**config.mk**
```make
export PLATFORM = sky130hd
export DESIGN_NAME = bus_strobe_gen
export DESIGN_NICKNAME = d
export VERILOG_FILES = /design/src/rtl/bus_strobe_pkg.sv /design/src/rtl/bus_strobe_phase.sv /design/src/rtl/bus_strobe_decode.sv /design/src/rtl/bus_strobe_gen.sv
export SDC_FILE = /design/constraint.sdc
export NUM_CORES = 1
export LEC_CHECK = 0
export BUFFER_PORTS_ARGS = -buffer_cell sky130_fd_sc_hd__buf_2
export CAP_MARGIN = 20
export CORE_AREA = 5 5 42 44
export CTS_BUF_LIST = sky130_fd_sc_hd__clkbuf_16
export DETAILED_ROUTE_END_ITERATION = 6
export DIE_AREA = 0 0 47 49
export PLACE_DENSITY = 0.64
export SYNTH_ARGS = -nofsm -noshare
export SYNTH_HDL_FRONTEND = slang
export SYNTH_SLANG_ARGS = --single-unit
```
**constraint.sdc**
```tcl
create_clock -name clk -period 1.8 [get_ports clk]
set_input_delay 0.45 -clock clk [delete_from_list [all_inputs] [get_ports clk]]
set_output_delay 0.45 -clock clk [all_outputs]
set_load 0.01 [all_outputs]
```
**src/rtl/bus_strobe_pkg.sv**
```systemverilog
`timescale 1ns/1ps
package bus_strobe_pkg;

    typedef struct packed {
        logic xdata;
        logic tblrd;
        logic xexec;
        logic aledis;
    } cyc_flags_t;

    localparam cyc_flags_t FLAGS_IDLE = '{xdata: 1'b0, tblrd: 1'b0, xexec: 1'b0, aledis: 1'b0};

endpackage

```
**src/rtl/bus_strobe_phase.sv**
```systemverilog
`timescale 1ns/1ps
module bus_strobe_phase #(
    parameter int CYC_LEN = 12,
    localparam int PW = $clog2(CYC_LEN)
) (
    input  logic          clk,
    input  logic          rst_n,
    input  logic          cyc_start,
    output logic [PW-1:0] phase_nxt,
    output logic [PW-1:0] phase_q
);
    localparam logic [PW-1:0] LAST = PW'(CYC_LEN - 1);

    logic [PW-1:0] phase_d;

    always_comb begin
        if (cyc_start)
            phase_d = '0;
        else if (phase_q == LAST)
            phase_d = '0;
        else
            phase_d = phase_q + 1'b1;
    end

    assign phase_nxt = phase_d;

    always_ff @(posedge clk or negedge rst_n) begin
        if (!rst_n)
            phase_q <= LAST;
        else
            phase_q <= phase_d;
    end


    resync_chk: assert property (@(posedge clk) disable iff (!rst_n)
        cyc_start |=> (phase_q == '0));


    advance_chk: assert property (@(posedge clk) disable iff (!rst_n)
        (!cyc_start && phase_q != LAST) |=> (phase_q == $past(phase_q) + 1'b1));


    wrap_chk: assert property (@(posedge clk) disable iff (!rst_n)
        (!cyc_start && phase_q == LAST) |=> (phase_q == '0));

endmodule

```
**src/rtl/bus_strobe_decode.sv**
```systemverilog
`timescale 1ns/1ps
module bus_strobe_decode
    import bus_strobe_pkg::*;
#(
    parameter int CYC_LEN  = 12,
    parameter int ALE_W    = 2,
    parameter int PSEN_OFS = 2,
    parameter int PSEN_W   = 3,
    localparam int PW      = $clog2(CYC_LEN),
    localparam int HALF    = CYC_LEN / 2,
    localparam int OW      = $clog2(HALF)
) (
    input  logic          run,
    input  logic [PW-1:0] phase,
    input  cyc_flags_t    flg,
    output logic          ale_nxt,
    output logic          psen_nxt_n
);
    logic [HALF-1:0] ale_mask;
    logic [HALF-1:0] psen_mask;

    generate
        for (genvar i = 0; i < HALF; i++) begin : g_slot
            assign ale_mask[i]  = (i < ALE_W);
            assign psen_mask[i] = (i >= PSEN_OFS) && (i < PSEN_OFS + PSEN_W);
        end
    endgenerate

    logic          second_half;
    logic [OW-1:0] off;
    logic          ale_allowed;
    logic          ale_dropped;
    logic          fetch_on;

    always_comb begin
        second_half = (phase >= PW'(HALF));
        off         = second_half ? OW'(phase - PW'(HALF)) : OW'(phase);
        // suppression is honoured only while executing internally
        ale_allowed = !(flg.aledis && !flg.xexec) || flg.xdata || flg.tblrd;
        ale_dropped = flg.xdata && !second_half;
        fetch_on    = flg.xexec && !flg.xdata;
        ale_nxt     = run && ale_mask[off] && ale_allowed && !ale_dropped;
        psen_nxt_n  = !(run && fetch_on && psen_mask[off]);
    end

endmodule

```
**src/rtl/bus_strobe_gen.sv**
```systemverilog
`timescale 1ns/1ps
module bus_strobe_gen
    import bus_strobe_pkg::*;
#(
    parameter int CYC_LEN  = 12,
    parameter int ALE_W    = 2,
    parameter int PSEN_OFS = 2,
    parameter int PSEN_W   = 3
) (
    input  logic clk,
    input  logic rst_n,
    input  logic cyc_start,
    input  logic xdata_acc,
    input  logic tbl_read,
    input  logic ext_exec,
    input  logic ale_off,
    output logic ale,
    output logic psen_n
);
    localparam int PW   = $clog2(CYC_LEN);
    localparam int HALF = CYC_LEN / 2;

    typedef struct packed {
        logic       run;
        cyc_flags_t flg;
        logic       ale;
        logic       psen_n;
    } strobe_st_t;

    strobe_st_t st_d, st_q;

    logic [PW-1:0] phase_nxt, phase_q;
    cyc_flags_t    flg_in, flg_nxt;
    logic          run_nxt;
    logic          ale_nxt, psen_nxt_n;

    assign flg_in  = '{xdata: xdata_acc, tblrd: tbl_read, xexec: ext_exec, aledis: ale_off};
    assign flg_nxt = cyc_start ? flg_in : st_q.flg;
    assign run_nxt = st_q.run || cyc_start;

    bus_strobe_phase #(.CYC_LEN(CYC_LEN)) u_phase (
        .clk       (clk),
        .rst_n     (rst_n),
        .cyc_start (cyc_start),
        .phase_nxt (phase_nxt),
        .phase_q   (phase_q)
    );

    bus_strobe_decode #(
        .CYC_LEN  (CYC_LEN),
        .ALE_W    (ALE_W),
        .PSEN_OFS (PSEN_OFS),
        .PSEN_W   (PSEN_W)
    ) u_decode (
        .run        (run_nxt),
        .phase      (phase_nxt),
        .flg        (flg_nxt),
        .ale_nxt    (ale_nxt),
        .psen_nxt_n (psen_nxt_n)
    );

    always_comb begin
        st_d        = st_q;
        st_d.run    = run_nxt;
        st_d.flg    = flg_nxt;
        st_d.ale    = ale_nxt;
        st_d.psen_n = psen_nxt_n;
    end

    always_ff @(posedge clk or negedge rst_n) begin
        if (!rst_n) begin
            st_q.run    <= 1'b0;
            st_q.flg    <= FLAGS_IDLE;
            st_q.ale    <= 1'b0;
            st_q.psen_n <= 1'b1;
        end else begin
            st_q <= st_d;
        end
    end

    assign ale    = st_q.ale;
    assign psen_n = st_q.psen_n;


    idle_before_sync_chk: assert property (@(posedge clk) disable iff (!rst_n)
        !st_q.run |-> (!ale && psen_n));


    strobe_overlap_chk: assert property (@(posedge clk) disable iff (!rst_n)
        !(ale && !psen_n));


    xdata_first_ale_chk: assert property (@(posedge clk) disable iff (!rst_n)
        (st_q.flg.xdata && phase_q < PW'(HALF)) |-> !ale);


    xdata_no_fetch_chk: assert property (@(posedge clk) disable iff (!rst_n)
        st_q.flg.xdata |-> psen_n);


    ale_muted_chk: assert property (@(posedge clk) disable iff (!rst_n)
        (st_q.flg.aledis && !st_q.flg.xexec && !st_q.flg.xdata && !st_q.flg.tblrd) |-> !ale);


    flags_held_chk: assert property (@(posedge clk) disable iff (!rst_n)
        !cyc_start |=> $stable(st_q.flg));

endmodule

```
==> results.cfg, run 1 <==
[power]
power.density_nw_per_um2 = 1080
combPwrFrac = 0.128
internal-power_mw = 0.604
switching_share = 0.222
seq_power_share = 0.366
irDropWorstVdd_uv = 651
p_switching_mw = 0.172
p_leak_nw = 0.323
clock_power_share = 0.506

[cells_and_area]
n_antenna_cell = 0
final_nets = 75
final_cell_mix = buf_2 (8), inv_1 (7), dfrtp_1 (7)
final_cells = 82
syn2layout_area_growth_pct = 20.5
final_area_um2 = 721
drive_gt1_frac = 0.318
final_common_cell = buf_2

[drt]
routed_via_density = 5.50
drt_iter0_markers = 9
drt_wl_total_um = 1170
ant_nets = 0
wl_per_cell_um = 14.3
num_vias = 451
drcViolationCount = 0
firstDrtPassIters = 4

[sta]
min_period_ns = 1.69
setup-violations-final = 0
final_max_slew_viol_count = 0
max_freq_ghz = 0.591
finalHoldViolations = 0
skew_ns = 0.00269
relSlewSlack = 0.791
tns_ns = 0
grt_setup_unrepaired = no
tightest_slew_ns = 0.314
timing.final.crit_share = 0.940

[yosys]
synth_edf_count = 0
yosys.cell_types.count = 31
ys_async_sr_fraction = 1.00
yosysWarnings = 0
synth_area_leaders = dfrtp_1 (29%), dfstp_2 (18%), mux2i_1 (5.0%)
netlist_instances = 56
syn_nets = 64
synth_area_leader_cell = dfrtp_1
postSynth.topFlopCell = dfrtp_1
syn_area_per_cell_um2 = 10.7
ys_ff_latch = 11
ys_seq_area_frac = 0.469
synth_area_um2 = 598
synth_top_area_frac = 0.293

[clock_network]
clockRootBuffer = clkbuf_16
numCtsBuffers = 3
ctsLongestPathBuffers = 2
cts.sinks = 11
htreeDepth = 1
post_cts_buffers = 0
cts.clk_slew.worst_paths_ns = 0.04
cts_tree = yes
insertion_delay_ns = 0.23
hold_buffers = 0
cts_resized = 0

[die]
die_x_um = 47
dieArea_um2 = 2300
initial_core_util = 0.427
coreArea_um2 = 1400
rows = 14
ios = 9
fp.dieH_um = 49

[placement]
dpl.hpwl_um = 836
dpl_cell_area_um2 = 642
dp.cells = 78
gp_congestion = 0.759
port_buffers = 8

[critical_path]
required_ns = 1.94
worstPathArrival_ns = 1.83
critPathCaptureType = flop
crit_path_max_fanout = 8
critPathKind = reg -> reg
cp-start-kind = flop

[global_route]
grt_max_degree = 12
first_global_vias = 443
grt.total_usage = 0.118
grt_overflow = 0
grt_first_pass_wirelength_um = 1980
grt_antenna_before_repair = 0

[outcome]
status = completed

[flow_run]
cap_violations = 0

[hold_path]
min_path_type = in -> async
==> kinds of logic after synthesis <==
kind of cell | after synthesis | synth area share
xor gates and xnor gates | 2 | 0.0293
adders and majority gates | 1 | 0.0209
muxes | 4 | 0.0690
and+or+nand+nor | 18 | 0.184
AOI/OAI and AO/OA | 12 | 0.163
DFF | 11 | 0.469
buffers and inverters | 8 | 0.0648
==> sequential cells by signal (all words and copies together), names as in the netlist <==
name             count
st_q                 5
u_phase.phase_q      4
ale                  1
psen_n               1
==> power groups by stage <==
stage	logic, mW	registers (mW)	clock network [mW]
global route	0.110	0.287	0.421
detailed placement	0.0984	0.287	0
CTS	0.100	0.285	0.403
floorplan	0.0728	0.285	0
global placement	0.0972	0.286	0
finish	0.0991	0.284	0.393
==> worst max-delay path, cell delays in order (launching register included) <==
cell	delay (ns)
dfstp_2	0.56
ha_1	0.31
xor2_1	0.17
o21ai_1	0.09
a221oi_2	0.33
o211ai_1	0.13
==> per-layer routing <==
| layer | up-vias | track usage | routed length (um) |
|---|---|---|---|
| met2 | 9 | 0.201 | 653 |
| met3 | 0 | 0.0258 | 39 |
| met5 | - | 0 | 0 |
| li1 | 219 | - | - |
| met1 | 223 | 0.140 | 481 |
| met4 | 0 | 0.0415 | 0 |
==> through the flow <==
stage	util	hold slack (ns)	total power [mW]	worst slack, ns
2_1_floorplan	-	0.154	0.358	0.258
3_3_place_gp	0.458	0.324	0.383	0.150
3_5_place_dp	0.458	0.326	0.385	0.106
4_1_cts	0.514	0.0791	0.788	0.0988
5_1_grt	0.514	0.0887	0.819	0.0124
6_report	0.514	0.0742	0.776	0.108
==> final cells by class <==
type                       instances  area, um2
clock buffer                       3       75.1
clock inverter                     1       3.75
fill                             134        681
inverter                           6       22.5
multi-input combinational         37        279
sequential                        11        280
tap                               16       20.0
timing repair buffer               8       40.0
==> synthesized netlist by cell type (all sizes together), types with 2 or more instances <==
cell type  n
o22ai      2
dfstp      4
o21ai      3
o211ai     2
buf        2
o31ai      2
inv        6
a221oi     2
nor2       3
nand2b     3
dfrtp      7
nand2      3
mux2i      3
and2       3
==> worst paths after layout <==
path | from | end | slack [ns] | cells after the start
hold / removal | rst_n | st_q[5] | 0.07 | 1
hold reg to reg | st_q[6] | st_q[6] | 0.47 | 2
max in group asynchronous | rst_n | u_phase.phase_q[0] | 1.46 | 1
setup reg to reg | u_phase.phase_q[0] | psen_n | 0.11 | 5
setup / recovery | u_phase.phase_q[0] | psen_n | 0.11 | 5
min in group clk | ale_off | st_q[2] | 0.44 | 3
No activity file was read; power rests on OpenSTA's default activity.
==> inputs of run 2 (changes only) <==
--- a/config.mk
+++ b/config.mk
@@ -12,6 +12,7 @@
 export DETAILED_ROUTE_END_ITERATION = 6
 export DIE_AREA = 0 0 47 49
 export PLACE_DENSITY = 0.64
+export RECOVER_POWER = 50
 export SYNTH_ARGS = -nofsm -noshare
 export SYNTH_HDL_FRONTEND = slang
 export SYNTH_SLANG_ARGS = --single-unit
==> results.cfg, run 2 (same netlist as run 1, synthesis figures left out) <==
[placement]
port_buffers = 8
dpl.hpwl_um = 836
gp_congestion = 0.759
place_ws_ns = 0.106
dp.cells = 78

[global_route]
top_usage_layer = met2
grt_overflow = 0
grt.met1_usage = 0.140
grt_max_degree = 12
grt_first_pass_wirelength_um = 1980
grt_antenna_before_repair = 0
first_global_vias = 443
use_met2 = 0.201
grtUsageMet3 = 0.0258
grt.total_usage = 0.118

[power]
p_leak_nw = 0.321
power.density_nw_per_um2 = 1080
irDropWorstVdd_uv = 651
power.total_mw = 0.776

[clock_network]
cts.clk_slew.worst_paths_ns = 0.04
cts.sinks = 11
insertion_delay_ns = 0.23
clockRootBuffer = clkbuf_16
htreeDepth = 1
cts_tree = yes
post_cts_buffers = 0
cts_resized = 0
hold_buffers = 0
numCtsBuffers = 3
ctsLongestPathBuffers = 2

[drt]
wl_per_cell_um = 14.3
firstDrtPassIters = 4
drt_iter0_markers = 9
routed_via_density = 5.50
drt_wl_total_um = 1180
num_vias = 451
ant_nets = 0
drcViolationCount = 0

[sta]
timing.final.crit_share = 0.940
timing.final.ws_setup_ns = 0.108
relSlewSlack = 0.613
setup-violations-final = 0
skew_ns = 0.00269
max_freq_ghz = 0.591
finalHoldViolations = 0
tns_ns = 0
final_max_slew_viol_count = 0
min_period_ns = 1.69
tightest_slew_ns = 0.580
grt_setup_unrepaired = no

[critical_path]
r2r_slack_ns = 0.11
required_ns = 1.94
critPathCaptureType = flop
cp-start-kind = flop
critPathKind = reg -> reg
crit_path_max_fanout = 8
worstPathArrival_ns = 1.83

[die]
dieArea_um2 = 2300
die_x_um = 47
ios = 9
initial_core_util = 0.427
rows = 14
coreArea_um2 = 1400
fp.dieH_um = 49

[cells_and_area]
final_cell_mix = inv_1 (7), dfrtp_1 (7), buf_2 (7)
largest_reg_flops = 5
final_nets = 75
multiInputGateArea_um2 = 279
drive_gt1_frac = 0.303
top_register = st_q
n_antenna_cell = 0
final_cells = 82
syn2layout_area_growth_pct = 20.3
top_regs = st_q x5, u_phase.phase_q x4
ff_latch_area_um2 = 280
utilization = 0.513
nFillCells = 134

[flow_run]
cap_violations = 0

[hold_path]
min_path_type = in -> async

[outcome]
status = completed
-- run 2: changes by cell type in the layout (fill, tap and decap cells not counted), sizes merged --
| cell | previous run | this run |
|---|---|---|
| buf | 8 | 7 |
| clkbuf | 3 | 4 |
-- run 2: final cells by class --
class,count,area share
inverters,6,0.0313
flip-flops and latches,11,0.390
clock buffers,3,0.104
multi-input cells,37,0.388
clock inverters,1,0.00522
repair buffers,8,0.0539
well taps,16,0.0278
-- run 2: final timing paths --
check / start / end / cells past startpoint
hold / removal: rst_n / st_q[5] / 1
setup reg to reg: u_phase.phase_q[0] / psen_n / 5
min in group clk: ale_off / st_q[2] / 3
max in group asynchronous: rst_n / u_phase.phase_q[2] / 1
hold reg to reg: st_q[6] / st_q[6] / 2
setup / recovery: u_phase.phase_q[0] / psen_n / 5
-- run 2: stage by stage --
stage	hold slack, ns	instance area (um2)
2_1_floorplan	0.154	598
3_3_place_gp	0.324	642
3_5_place_dp	0.326	642
4_1_cts	0.0791	721
5_1_grt	0.233	719
6_report	0.187	719
-- run 2: layer usage --
| layer | vias up | part of all wire |
|---|---|---|
| li1 | 219 | - |
| met3 | 0 | 0.033 |
| met4 | 0 | 0 |
| met1 | 223 | 0.41 |
| met2 | 9 | 0.56 |
| met5 | - | 0 |
-- run 2: worst max-delay path, stage by stage, from the launching register on --
cell and delay, ns:
dfstp_2 0.56, ha_1 0.31, xor2_1 0.17, o21ai_1 0.09
a221oi_2 0.33, o211ai_1 0.13
-- run 2: where the power goes --
part | switching (mW) | internal (mW)
combinational | 0.0577 | 0.0411
clock | 0.102 | 0.291
sequential | 0.0126 | 0.272
total | 0.172 | 0.604
